[src/rtl/prm_pkg.sv]
package prm_pkg;
  localparam int WORD_W = 32;
  localparam int OPC_W  = 8;
  localparam int MID_W  = 8;
  localparam int OPC_LSB = 24;
  localparam int MID_LSB = 16;
  localparam int PAYLOAD_WORDS = 12;
  localparam int CELL_WORDS = PAYLOAD_WORDS + 1;

  localparam int ROOT_W = 19;
  localparam int FLOW_W = 16;
  localparam int CHAN_W = 16;

  // payload word indices within the cell (header is word 0)
  localparam int ROOT_WORD = 1;
  localparam int FLOW_WORD = 2;
  localparam int CHAN_WORD = 3;
  localparam int STAGE_N   = 3;

  localparam logic [OPC_W-1:0] OP_ROOT = 8'h10;
  localparam logic [OPC_W-1:0] OP_FL1  = 8'h12;
  localparam logic [OPC_W-1:0] OP_FL2  = 8'h14;
  localparam logic [OPC_W-1:0] OP_FLB  = 8'h16;
  localparam logic [OPC_W-1:0] OP_CHAN = 8'h18;

  typedef struct packed {
    logic [ROOT_W-1:0] root;
    logic [FLOW_W-1:0] flow1;
    logic [FLOW_W-1:0] flow2;
    logic [CHAN_W-1:0] chan;
  } prm_t;

  function automatic logic op_known(input logic [OPC_W-1:0] op);
    return (op == OP_ROOT) || (op == OP_FL1) || (op == OP_FL2) ||
           (op == OP_FLB) || (op == OP_CHAN);
  endfunction
endpackage

[src/rtl/prm_cell_seq.sv]
module prm_cell_seq
  import prm_pkg::*;
#(
  parameter logic [MID_W-1:0] MOD_ID = 8'h05,
  parameter int IDX_W = $clog2(CELL_WORDS)
) (
  input  logic              clk_i,
  input  logic              rst_ni,
  input  logic              in_valid_i,
  input  logic [WORD_W-1:0] in_data_i,
  output logic              in_ready_o,
  input  logic              out_ready_i,
  output logic              fwd_cur_o,
  output logic              own_acc_o,
  output logic [IDX_W-1:0]  word_idx_o,
  output logic              commit_o,
  output logic [OPC_W-1:0]  op_o,
  output logic              rep_active_o,
  output logic [IDX_W-1:0]  rep_idx_o
);
  localparam logic [IDX_W-1:0] LAST_IDX = IDX_W'(CELL_WORDS - 1);

  logic [IDX_W-1:0] idx_q;
  logic             fwd_q;
  logic [OPC_W-1:0] op_q;
  logic             rep_q;
  logic [IDX_W-1:0] rep_idx_q;

  logic hdr, hdr_hit, own_cur, acc, last;

  always_comb begin
    hdr     = (idx_q == '0);
    hdr_hit = (in_data_i[MID_LSB +: MID_W] == MOD_ID);
    own_cur = hdr ? hdr_hit : !fwd_q;
    in_ready_o = !rep_q && (own_cur || out_ready_i);
    acc     = in_valid_i && in_ready_o;
    last    = (idx_q == LAST_IDX);
  end

  assign fwd_cur_o    = !own_cur;
  assign own_acc_o    = acc && own_cur;
  assign word_idx_o   = idx_q;
  assign commit_o     = acc && last && !fwd_q && op_known(op_q);
  assign op_o         = op_q;
  assign rep_active_o = rep_q;
  assign rep_idx_o    = rep_idx_q;

  always_ff @(posedge clk_i or negedge rst_ni) begin
    if (!rst_ni) begin
      idx_q <= '0;
      fwd_q <= 1'b0;
      op_q  <= '0;
    end else if (acc) begin
      idx_q <= last ? '0 : idx_q + 1'b1;
      if (hdr) begin
        fwd_q <= !hdr_hit;
        op_q  <= in_data_i[OPC_LSB +: OPC_W];
      end
    end
  end

  always_ff @(posedge clk_i or negedge rst_ni) begin
    if (!rst_ni) begin
      rep_q     <= 1'b0;
      rep_idx_q <= '0;
    end else if (commit_o) begin
      rep_q     <= 1'b1;
      rep_idx_q <= '0;
    end else if (rep_q && out_ready_i) begin
      if (rep_idx_q == LAST_IDX) rep_q <= 1'b0;
      else rep_idx_q <= rep_idx_q + 1'b1;
    end
  end
endmodule

[src/rtl/prm_regs.sv]
module prm_regs
  import prm_pkg::*;
#(
  parameter int IDX_W = $clog2(CELL_WORDS)
) (
  input  logic              clk_i,
  input  logic              rst_ni,
  input  logic              own_acc_i,
  input  logic [IDX_W-1:0]  word_idx_i,
  input  logic [WORD_W-1:0] data_i,
  input  logic              commit_i,
  input  logic [OPC_W-1:0]  op_i,
  output prm_t              prm_o
);
  logic [WORD_W-1:0] stage_q [STAGE_N];
  prm_t prm_q;

  // stage payload words 1..STAGE_N; commit happens on the last word
  for (genvar g = 0; g < STAGE_N; g++) begin : g_stage
    always_ff @(posedge clk_i or negedge rst_ni) begin
      if (!rst_ni) stage_q[g] <= '0;
      else if (own_acc_i && word_idx_i == IDX_W'(g + 1)) stage_q[g] <= data_i;
    end
  end

  logic [WORD_W-1:0] w_root, w_flow, w_chan;
  assign w_root = stage_q[ROOT_WORD-1];
  assign w_flow = stage_q[FLOW_WORD-1];
  assign w_chan = stage_q[CHAN_WORD-1];

  always_ff @(posedge clk_i or negedge rst_ni) begin
    if (!rst_ni) begin
      prm_q <= '0;
    end else if (commit_i) begin
      unique case (op_i)
        OP_ROOT: prm_q.root  <= w_root[WORD_W-1 -: ROOT_W];
        OP_FL1:  prm_q.flow1 <= w_flow[WORD_W-1 -: FLOW_W];
        OP_FL2:  prm_q.flow2 <= w_flow[FLOW_W-1:0];
        OP_FLB: begin
          prm_q.flow1 <= w_flow[WORD_W-1 -: FLOW_W];
          prm_q.flow2 <= w_flow[FLOW_W-1:0];
        end
        OP_CHAN: prm_q.chan  <= w_chan[WORD_W-1 -: CHAN_W];
        default: ;
      endcase
    end
  end

  assign prm_o = prm_q;
endmodule

[src/rtl/prm_reply_fmt.sv]
module prm_reply_fmt
  import prm_pkg::*;
#(
  parameter logic [MID_W-1:0] MOD_ID = 8'h05,
  parameter int IDX_W = $clog2(CELL_WORDS)
) (
  input  logic [IDX_W-1:0]  idx_i,
  input  logic [OPC_W-1:0]  op_i,
  input  prm_t              prm_i,
  output logic [WORD_W-1:0] word_o
);
  always_comb begin
    word_o = '0;
    if (idx_i == '0) begin
      word_o[OPC_LSB +: OPC_W] = op_i + 1'b1;
      word_o[MID_LSB +: MID_W] = MOD_ID;
    end
    if (idx_i == IDX_W'(ROOT_WORD) && op_i == OP_ROOT)
      word_o[WORD_W-1 -: ROOT_W] = prm_i.root;
    if (idx_i == IDX_W'(FLOW_WORD)) begin
      if (op_i == OP_FL1 || op_i == OP_FLB) word_o[WORD_W-1 -: FLOW_W] = prm_i.flow1;
      if (op_i == OP_FL2 || op_i == OP_FLB) word_o[FLOW_W-1:0] = prm_i.flow2;
    end
    if (idx_i == IDX_W'(CHAN_WORD) && op_i == OP_CHAN)
      word_o[WORD_W-1 -: CHAN_W] = prm_i.chan;
  end
endmodule

[src/rtl/opcode_param_unit.sv]
module opcode_param_unit
  import prm_pkg::*;
#(
  parameter logic [MID_W-1:0] MOD_ID = 8'h05
) (
  input  logic              clk_i,
  input  logic              rst_ni,
  input  logic              in_valid_i,
  input  logic [WORD_W-1:0] in_data_i,
  output logic              in_ready_o,
  output logic              out_valid_o,
  output logic [WORD_W-1:0] out_data_o,
  input  logic              out_ready_i,
  output logic [ROOT_W-1:0] root_ptr_o,
  output logic [FLOW_W-1:0] flow1_o,
  output logic [FLOW_W-1:0] flow2_o,
  output logic [CHAN_W-1:0] chan_id_o
);
  localparam int IDX_W = $clog2(CELL_WORDS);

  logic              fwd_cur, own_acc, commit, rep_active;
  logic [IDX_W-1:0]  word_idx, rep_idx;
  logic [OPC_W-1:0]  cur_op;
  logic [WORD_W-1:0] rep_word;
  prm_t              prm;

  prm_cell_seq #(.MOD_ID(MOD_ID), .IDX_W(IDX_W)) u_seq (
    .clk_i, .rst_ni, .in_valid_i, .in_data_i, .in_ready_o, .out_ready_i,
    .fwd_cur_o(fwd_cur), .own_acc_o(own_acc), .word_idx_o(word_idx),
    .commit_o(commit), .op_o(cur_op), .rep_active_o(rep_active),
    .rep_idx_o(rep_idx)
  );

  prm_regs #(.IDX_W(IDX_W)) u_regs (
    .clk_i, .rst_ni, .own_acc_i(own_acc), .word_idx_i(word_idx),
    .data_i(in_data_i), .commit_i(commit), .op_i(cur_op), .prm_o(prm)
  );

  prm_reply_fmt #(.MOD_ID(MOD_ID), .IDX_W(IDX_W)) u_fmt (
    .idx_i(rep_idx), .op_i(cur_op), .prm_i(prm), .word_o(rep_word)
  );

  assign out_valid_o = rep_active || (in_valid_i && fwd_cur);
  assign out_data_o  = rep_active ? rep_word : in_data_i;

  assign root_ptr_o = prm.root;
  assign flow1_o    = prm.flow1;
  assign flow2_o    = prm.flow2;
  assign chan_id_o  = prm.chan;
endmodule

[config.mk]
export PLATFORM = sky130hd
export DESIGN_NAME = opcode_param_unit
export DESIGN_NICKNAME = d
export VERILOG_FILES = /design/src/rtl/prm_pkg.sv /design/src/rtl/prm_cell_seq.sv /design/src/rtl/prm_regs.sv /design/src/rtl/prm_reply_fmt.sv /design/src/rtl/opcode_param_unit.sv
export SDC_FILE = /design/constraint.sdc
export NUM_CORES = 1
export LEC_CHECK = 0
export BUFFER_PORTS_ARGS = -buffer_cell sky130_fd_sc_hd__buf_2
export CAP_MARGIN = 20
export CORE_AREA = 2 2 129 131
export CTS_CLUSTER_SIZE = 28
export DETAILED_ROUTE_END_ITERATION = 8
export DIE_AREA = 0 0 131 133
export PLACE_DENSITY = 0.65
export SYNTH_ARGS = -nofsm -noshare
export SYNTH_HDL_FRONTEND = slang
export SYNTH_SLANG_ARGS = --single-unit
[constraint.sdc]
create_clock -name clk_i -period 3.23 [get_ports clk_i]
set_clock_uncertainty 0.1 [all_clocks]
set_input_delay 0.323 -clock clk_i [delete_from_list [all_inputs] [get_ports clk_i]]
set_output_delay 0.323 -clock clk_i [all_outputs]
set_load 0.01 [all_outputs]
==> results.py, run 1 <==
metrics = {
    "setup_path": {
        "crit_chain": "inv_1, ha_1, and2_1, nor2_1, nand2_1, nand4_1, o31ai_1, buf_2",
        "crit_end": "out_data_o[31]",
        "critical-path-slowest-cell": "and2_1",
        "crit_required_ns": 2.81,
        "r2r_slack_ns": 0.25,
        "critical_path_class": "reg -> out",
        "r2r_start": "u_seq.word_idx_o[0]$_DFFE_PN0N_",
        "reg2reg_depth": 8,
        "critPathMaxFanout": 9,
        "arrival_ns": 2.71,
        "r2r-end": "u_regs.prm_o[20]$_DFFE_PN0P_",
        "worst_setup_path_start_kind": "flip-flop",
        "crit_path_max_incr_delay_ns": 0.51,
        "setup.worst_path.start": "u_seq.op_o[0]$_DFFE_PN0P_",
        "setup.worst_path.end_class": "output pin",
    },
    "sta": {
        "relSlewSlack": 0.574,
        "drv_slew": 0,
        "fmax_ghz": 0.319,
        "fin_crit_ns": 3.14,
        "whs_ns": 0.0525,
        "worst_pin_slew_ns": 0.639,
        "grt_setup_unrepaired": "no",
        "post-route-period-util": 0.971,
        "setup_viol_count_final": 0,
        "layout_setup_ws_ns": 0.0931,
        "hold_viol_final": 0,
        "tns_ns": 0,
    },
    "routing": {
        "drtIter0Drc": 284,
        "wire_per_inst_um": 19.6,
        "viasPerCell": 5.48,
        "ant_nets": 0,
        "drtPass1Iterations": 5,
        "drt-total-wl_um": 18800,
        "dr_total_vias": 5260,
        "route.detailed.drc": 0,
    },
    "floorplan": {
        "die_h_um": 133,
        "core-area_um2": 16200,
        "chipWidth_um": 131,
        "io_pins": 137,
        "row_count": 47,
        "start_util": 0.439,
        "dieArea_um2": 17400,
    },
    "cells_and_area": {
        "insertedDiodeCount": 0,
        "final_layout_size_suffix_gt1_frac": 0.444,
        "seqCellArea_um2": 3800,
        "fillerInstances": 1382,
        "area_growth_pct": 23.9,
        "multi_input_area_um2": 3070,
        "nNetsFinal": 775,
        "fin_util": 0.543,
    },
    "global_routing": {
        "grt_pass1_vias": 5414,
        "overflow": 0,
        "grt_use_met3": 0.0477,
        "grt_util_met2": 0.361,
        "track_usage": 0.224,
        "grt_start_max_net_pins": 63,
        "grt_first_pass_wirelength_um": 29600,
        "grt.met1_usage": 0.297,
        "antenna_found_initial": 0,
        "grt.busiest_layer": "met2",
    },
    "logic_synthesis": {
        "synth_nets": 626,
        "ys.flop_type": "dfrtp_1",
        "async_flop_share": 1.00,
        "synth_edf_count": 0,
        "synthDistinctLibCells": 56,
        "synth.largest_area_cell": "dfrtp_1",
        "synth.most_common_cell": "dfrtp_1",
        "syn_area_um2": 7090,
        "yosys-top-cells-area": "dfrtp_1 54%, mux2_2 20%, a21oi_1 2.2%",
        "synth_top_area_frac": 0.536,
        "synthTopCellsByCount": "152 x dfrtp_1, 127 x mux2_2, 31 x a21oi_1",
        "postSynthCellCount": 579,
        "yosysWarnings": 0,
        "syn_avg_cell_area_um2": 12.3,
        "seq_area_frac_synth": 0.536,
        "yosys_register_bits": 152,
    },
    "place": {
        "dpl.hpwl_um": 13000,
        "place_ws_ns": 0.235,
        "gp_congestion": 0.925,
        "portBuffers": 136,
    },
    "hold_path": {
        "min_path_type": "in -> reg",
        "whs_path_depth": 2,
    },
    "power_and_ir_drop": {
        "p_sw_mw": 2.10,
        "p_sw_frac": 0.316,
        "pwr-share-comb": 0.270,
        "p_total_mw": 6.63,
        "seqPwrFrac": 0.417,
        "power.density_nw_per_um2": 755,
        "ir_drop_v": 0.000401,
        "power.clock.fraction": 0.313,
        "p_leak_nw": 4.38,
        "power.internal_mw": 4.54,
    },
    "clock_network": {
        "cts.clk_slew.worst_paths_ns": 0.06,
        "cts.sinks": 152,
        "clk_path_buf_depth": 2,
        "tritoncts": "yes",
        "cts_buffers": 17,
        "ctsRootBufferMaster": "clkbuf_16",
        "clkLatencyLatePin_ns": 0.42,
        "htreeDepth": 4,
    },
    "run_status": {
        "outcome": "complete, no violations",
    },
    "flow_run": {
        "maxCapViolCount": 0,
    },
}
how the worst min path moves through the flow:
stage,startpoint,to
global route,in_data_i[7],u_regs.w_flow[7]$_DFFE_PN0P_
global placement,rst_ni,u_regs.prm_o[14]$_DFFE_PN0P_
floorplan,rst_ni,u_regs.prm_o[0]$_DFFE_PN0P_
CTS,in_data_i[7],u_regs.w_flow[7]$_DFFE_PN0P_
finish,in_data_i[7],u_regs.w_flow[7]$_DFFE_PN0P_
detailed placement,rst_ni,u_regs.w_chan[30]$_DFFE_PN0P_
cells by family after synthesis:
family | after synthesis | share of synthesized area
AO/OA/AOI/OAI | 86 | 0.0780
adder cells (fa/ha/maj) | 11 | 0.0194
buffers and inverters | 55 | 0.0342
AND/OR/NAND/NOR | 124 | 0.0961
flip-flops | 152 | 0.536
multiplexers | 142 | 0.225
XOR/XNOR | 9 | 0.0111
stage by stage:
step / instance area [um2] / instances
floorplan: 7090 / 579
global placement: 8100 / 926
detailed placement: 8100 / 926
CTS: 8730 / 957
global route: 8790 / 959
finish: 8790 / 959
critical path: cells and delay by family, from the launching register on:
family | cells | cell delay (ns)
fa+ha+maj | 1 | 0.25
buf+inv | 2 | 0.34
flops | 1 | 0.44
compound gates | 1 | 0.40
simple gates | 4 | 0.86
placed cells by master (no fill, tap or decap), types with 8 or more instances in the layout:
master     Yosys  routed
buf_4          3      22
mux2_2       127     127
nand3_1       27      27
nand2_1       20      20
a21oi_1       31      31
mux2_1        13      13
nor2_1        29      29
inv_1         21      21
buf_2          8     135
ha_1          11      11
clkbuf_16      0      17
o21ai_0       16      16
dfrtp_1      152     151
nand4_1        9       9
nor3_1        10       8
metal layers:
layer / share of wire / vias up
li1: - / 2387
met1: 0.44 / 2678
met2: 0.49 / 167
met3: 0.053 / 28
met4: 0.018 / 0
met5: 0 / -
area by class of cell:
type                            count  share of cell area
Multi-Input combinational cell    372               0.350
Inverter                           22             0.00940
Timing Repair Buffer              163               0.107
Clock inverter                      7              0.0162
Clock buffer                       23              0.0532
Sequential cell                   152               0.433
Tap cell                          220              0.0313
sequential cells by signal, indices dropped and copies added, names as in the netlist:
register	count
u_seq.op_o	8
u_regs.prm_o	67
u_regs.w_chan	16
u_seq.rep_idx_o	4
u_seq.fwd_q	1
u_regs.w_root	19
u_seq.word_idx_o	4
u_seq.rep_active_o	1
u_regs.w_flow	32
power groups by stage:
stage	clock [mW]	sequential [mW]	combinational, mW
final	2.07	2.77	1.79
after global routing	2.19	2.84	1.96
after CTS	2.10	2.75	1.78
after detailed placement	0	2.78	1.77
after global placement	0	2.74	1.71
after floorplan	0	2.64	1.28
what timing repair did:
item                                    in CTS  in global routing
buffers inserted                             0                  2
resized for setup                            1                  4
endpoints found under the hold margin       60                  0
endpoints found under the setup margin       3                 30
hold buffers                                 1                  0
Note: power is estimated with default switching activity, not from simulation.
==> run 2, diff against run 1 <==
--- a/config.mk
+++ b/config.mk
@@ -5,13 +5,14 @@
 export SDC_FILE = /design/constraint.sdc
 export NUM_CORES = 1
 export LEC_CHECK = 0
+export ABC_AREA = 1
 export BUFFER_PORTS_ARGS = -buffer_cell sky130_fd_sc_hd__buf_2
 export CAP_MARGIN = 20
-export CORE_AREA = 2 2 129 131
+export CORE_AREA = 2 2 132 134
 export CTS_CLUSTER_SIZE = 28
 export DETAILED_ROUTE_END_ITERATION = 8
-export DIE_AREA = 0 0 131 133
-export PLACE_DENSITY = 0.65
+export DIE_AREA = 0 0 134 136
+export PLACE_DENSITY = 0.66
 export SYNTH_ARGS = -nofsm -noshare
 export SYNTH_HDL_FRONTEND = slang
 export SYNTH_SLANG_ARGS = --single-unit
==> run 2 against run 1 <==
Against the previous run:
- sequential power shrank 9.4%
- worst hold slack improved by 0.0025 ns
- final area rose by 1.6%
- routed wire length rose by 14%
- clock power about the same
- synthesized cell count rose by 59%
- register-to-register slack better by 0.50 ns
- via count grew 26%
- sequential share of layout area is 0.67 points lower
- global-route usage is 1.9 points higher
- maximum frequency is 7.2% higher
==> results.py, run 2 <==
metrics = {
    "setup_path": {
        "crit_end": "out_data_o[27]",
        "setup.worst_path.start": "u_seq.op_o[0]$_DFFE_PN0P_",
        "r2r_slack_ns": 0.75,
        "setup.worst_path.end_class": "output pin",
        "crit_required_ns": 2.81,
        "worst_setup_path_start_kind": "flip-flop",
        "r2r_start": "u_seq.rep_active_o$_DFFE_PN0P_",
        "r2r-end": "u_regs.w_flow[29]$_DFFE_PN0P_",
        "arrival_ns": 2.50,
        "critical_path_class": "reg -> out",
        "critPathMaxFanout": 19,
        "reg2reg_depth": 6,
    },
    "global_routing": {
        "grt_pass1_vias": 6012,
        "grt_start_max_net_pins": 65,
        "grt_first_pass_wirelength_um": 33300,
        "overflow": 0,
        "antenna_found_initial": 0,
        "track_usage": 0.243,
    },
    "cells_and_area": {
        "layout_common_cells": "311 x nand2_1, 151 x dfrtp_1, 135 x buf_2, 113 x nand3_1, 97 x o21ai_0",
        "nNetsFinal": 1093,
        "largest_reg_flops": 67,
        "final_layout_size_suffix_gt1_frac": 0.205,
        "area_growth_pct": 19.7,
        "layout_commonest_cell": "nand2_1",
        "fin_util": 0.529,
        "fillerInstances": 1609,
        "insertedDiodeCount": 0,
        "design_area_um2": 8930,
    },
    "logic_synthesis": {
        "syn_area_um2": 7460,
        "async_flop_share": 1.00,
        "synth_nets": 968,
        "synthTopCellsByCount": "311 x nand2_1, 152 x dfrtp_1, 113 x nand3_1",
        "syn_avg_cell_area_um2": 8.10,
        "seq_area_frac_synth": 0.510,
        "yosysWarnings": 0,
        "postSynthCellCount": 921,
        "ys.flop_type": "dfrtp_1",
        "synth_top_area_frac": 0.510,
        "yosys_register_bits": 152,
        "synth.most_common_cell": "nand2_1",
        "synth_edf_count": 0,
        "synth.largest_area_cell": "dfrtp_1",
        "yosys-top-cells-area": "dfrtp_1 51%, nand2_1 16%, nand3_1 7.6%",
        "synthDistinctLibCells": 38,
    },
    "clock_network": {
        "cts.sinks": 152,
        "clk_path_buf_depth": 2,
        "tritoncts": "yes",
        "htreeDepth": 4,
        "cts_buffers": 17,
        "clkLatencyLatePin_ns": 0.43,
        "cts.clk_slew.worst_paths_ns": 0.06,
        "post_cts_buffers": 0,
        "ctsRootBufferMaster": "clkbuf_16",
    },
    "sta": {
        "hold_viol_final": 0,
        "post-route-period-util": 0.906,
        "setup_viol_count_final": 0,
        "relSlewSlack": 0.551,
        "worst_pin_slew_ns": 0.673,
        "drv_slew": 0,
        "grt_setup_unrepaired": "no",
        "fmax_ghz": 0.342,
        "tns_ns": 0,
        "fin_crit_ns": 2.93,
    },
    "floorplan": {
        "dieArea_um2": 18200,
        "core-area_um2": 16900,
        "die_h_um": 136,
        "start_util": 0.442,
        "io_pins": 137,
        "row_count": 48,
        "chipWidth_um": 134,
    },
    "routing": {
        "ant_nets": 0,
        "drt-total-wl_um": 21400,
        "dr_total_vias": 6609,
        "route.detailed.drc": 0,
        "wire_per_inst_um": 16.7,
        "drtPass1Iterations": 5,
        "drtIter0Drc": 481,
        "viasPerCell": 5.15,
    },
    "place": {
        "dpl.hpwl_um": 14800,
        "portBuffers": 136,
        "gp_congestion": 0.876,
        "placement.cell_area_um2": 8310,
    },
    "run_status": {
        "outcome": "complete, no violations",
    },
    "power_and_ir_drop": {
        "power.density_nw_per_um2": 625,
        "ir_drop_v": 0.000392,
        "p_leak_nw": 4.95,
    },
    "hold_path": {
        "min_from": "in_data_i[5]",
        "min_path_type": "in -> reg",
    },
    "flow_run": {
        "maxCapViolCount": 0,
    },
}
-- run 2: cell count changes in the layout (fill, tap and decap cells not counted), sizes merged, moves of 11 or more --
cell   previous run  this run
inv              22        92
nand2            20       316
mux2            140         0
buf             162       151
nand3            27       120
a21oi            31        17
o21ai            16        99
-- run 2: kinds of logic (layout without fill, tap and decap cells) --
kind of cell               count (synthesis)  in the layout  synth area share
adders and majority gates                 11             11            0.0185
buffers and inverters                    136            274            0.0800
AOI/OAI and AO/OA                        131            131            0.0928
xor gates and xnor gates                   5              5           0.00587
DFF                                      152            152             0.510
and+or+nand+nor                          486            486             0.293
-- run 2: layer usage --
layer / vias to the layer above / GRT usage / routed length [um]
met5: - / 0 / 0
met3: 44 / 0.0485 / 1310
met4: 0 / 0.105 / 663
met2: 231 / 0.387 / 10100
li1: 3203 / - / -
met1: 3131 / 0.323 / 9290
-- run 2: how the worst min path moves through the flow --
stage               cells after the start                            to  slack, ns
floorplan                               0   u_regs.prm_o[0]$_DFFE_PN0P_      -0.07
finish                                  3  u_regs.w_flow[5]$_DFFE_PN0P_       0.05
global placement                        1  u_regs.prm_o[12]$_DFFE_PN0P_       0.24
CTS                                     3     u_seq.op_o[6]$_DFFE_PN0P_       0.04
detailed placement                      1  u_regs.prm_o[12]$_DFFE_PN0P_       0.24
global route                            3     u_seq.op_o[6]$_DFFE_PN0P_       0.06
-- run 2: critical path, cell delays in order (launching register included) --
cell	delay (ns)
dfrtp_1	0.40
inv_1	0.14
ha_1	0.24
nand3_1	0.15
nor2_4	0.17
nand3_4	0.20
inv_2	0.30
nand2_1	0.09
nand2_1	0.07
inv_1	0.05
a21oi_2	0.11
buf_2	0.14
-- run 2: cell type report --
| cell class | instances | area, um2 | area share |
|---|---|---|---|
| clock buffer | 18 | 429 | 0.0481 |
| inverter | 90 | 338 | 0.0378 |
| timing repair buffer | 152 | 835 | 0.0935 |
| clock inverter | 14 | 173 | 0.0193 |
| multi-input combinational | 633 | 3070 | 0.343 |
| sequential | 152 | 3800 | 0.426 |
| tap | 225 | 282 | 0.0315 |
-- run 2: what timing repair did --
action / 4_1_cts / 5_1_grt
endpoints found under the hold margin: 55 / 0
endpoints found under the setup margin: 0 / 1
resized for setup: 0 / 1
hold buffers: 1 / 0
-- run 2: metrics by stage --
step | hold slack (ns) | power [mW] | setup WS (ns) | cells
2_1_floorplan | -0.0726 | 3.24 | 1.04 | 921
5_1_grt | 0.0568 | 5.88 | 0.0518 | 1284
6_report | 0.0550 | 5.58 | 0.303 | 1284
3_3_place_gp | 0.241 | 3.52 | 0.762 | 1251
3_5_place_dp | 0.244 | 3.55 | 0.699 | 1251
4_1_cts | 0.0443 | 5.60 | 0.200 | 1284
-- run 2: where the power goes --
group | internal [mW] | leakage [nW] | switching [mW] | total (mW)
logic | 0.387 | 2.59 | 0.635 | 1.02
clock network | 1.22 | 0.291 | 0.826 | 2.05
registers | 2.26 | 2.07 | 0.244 | 2.51
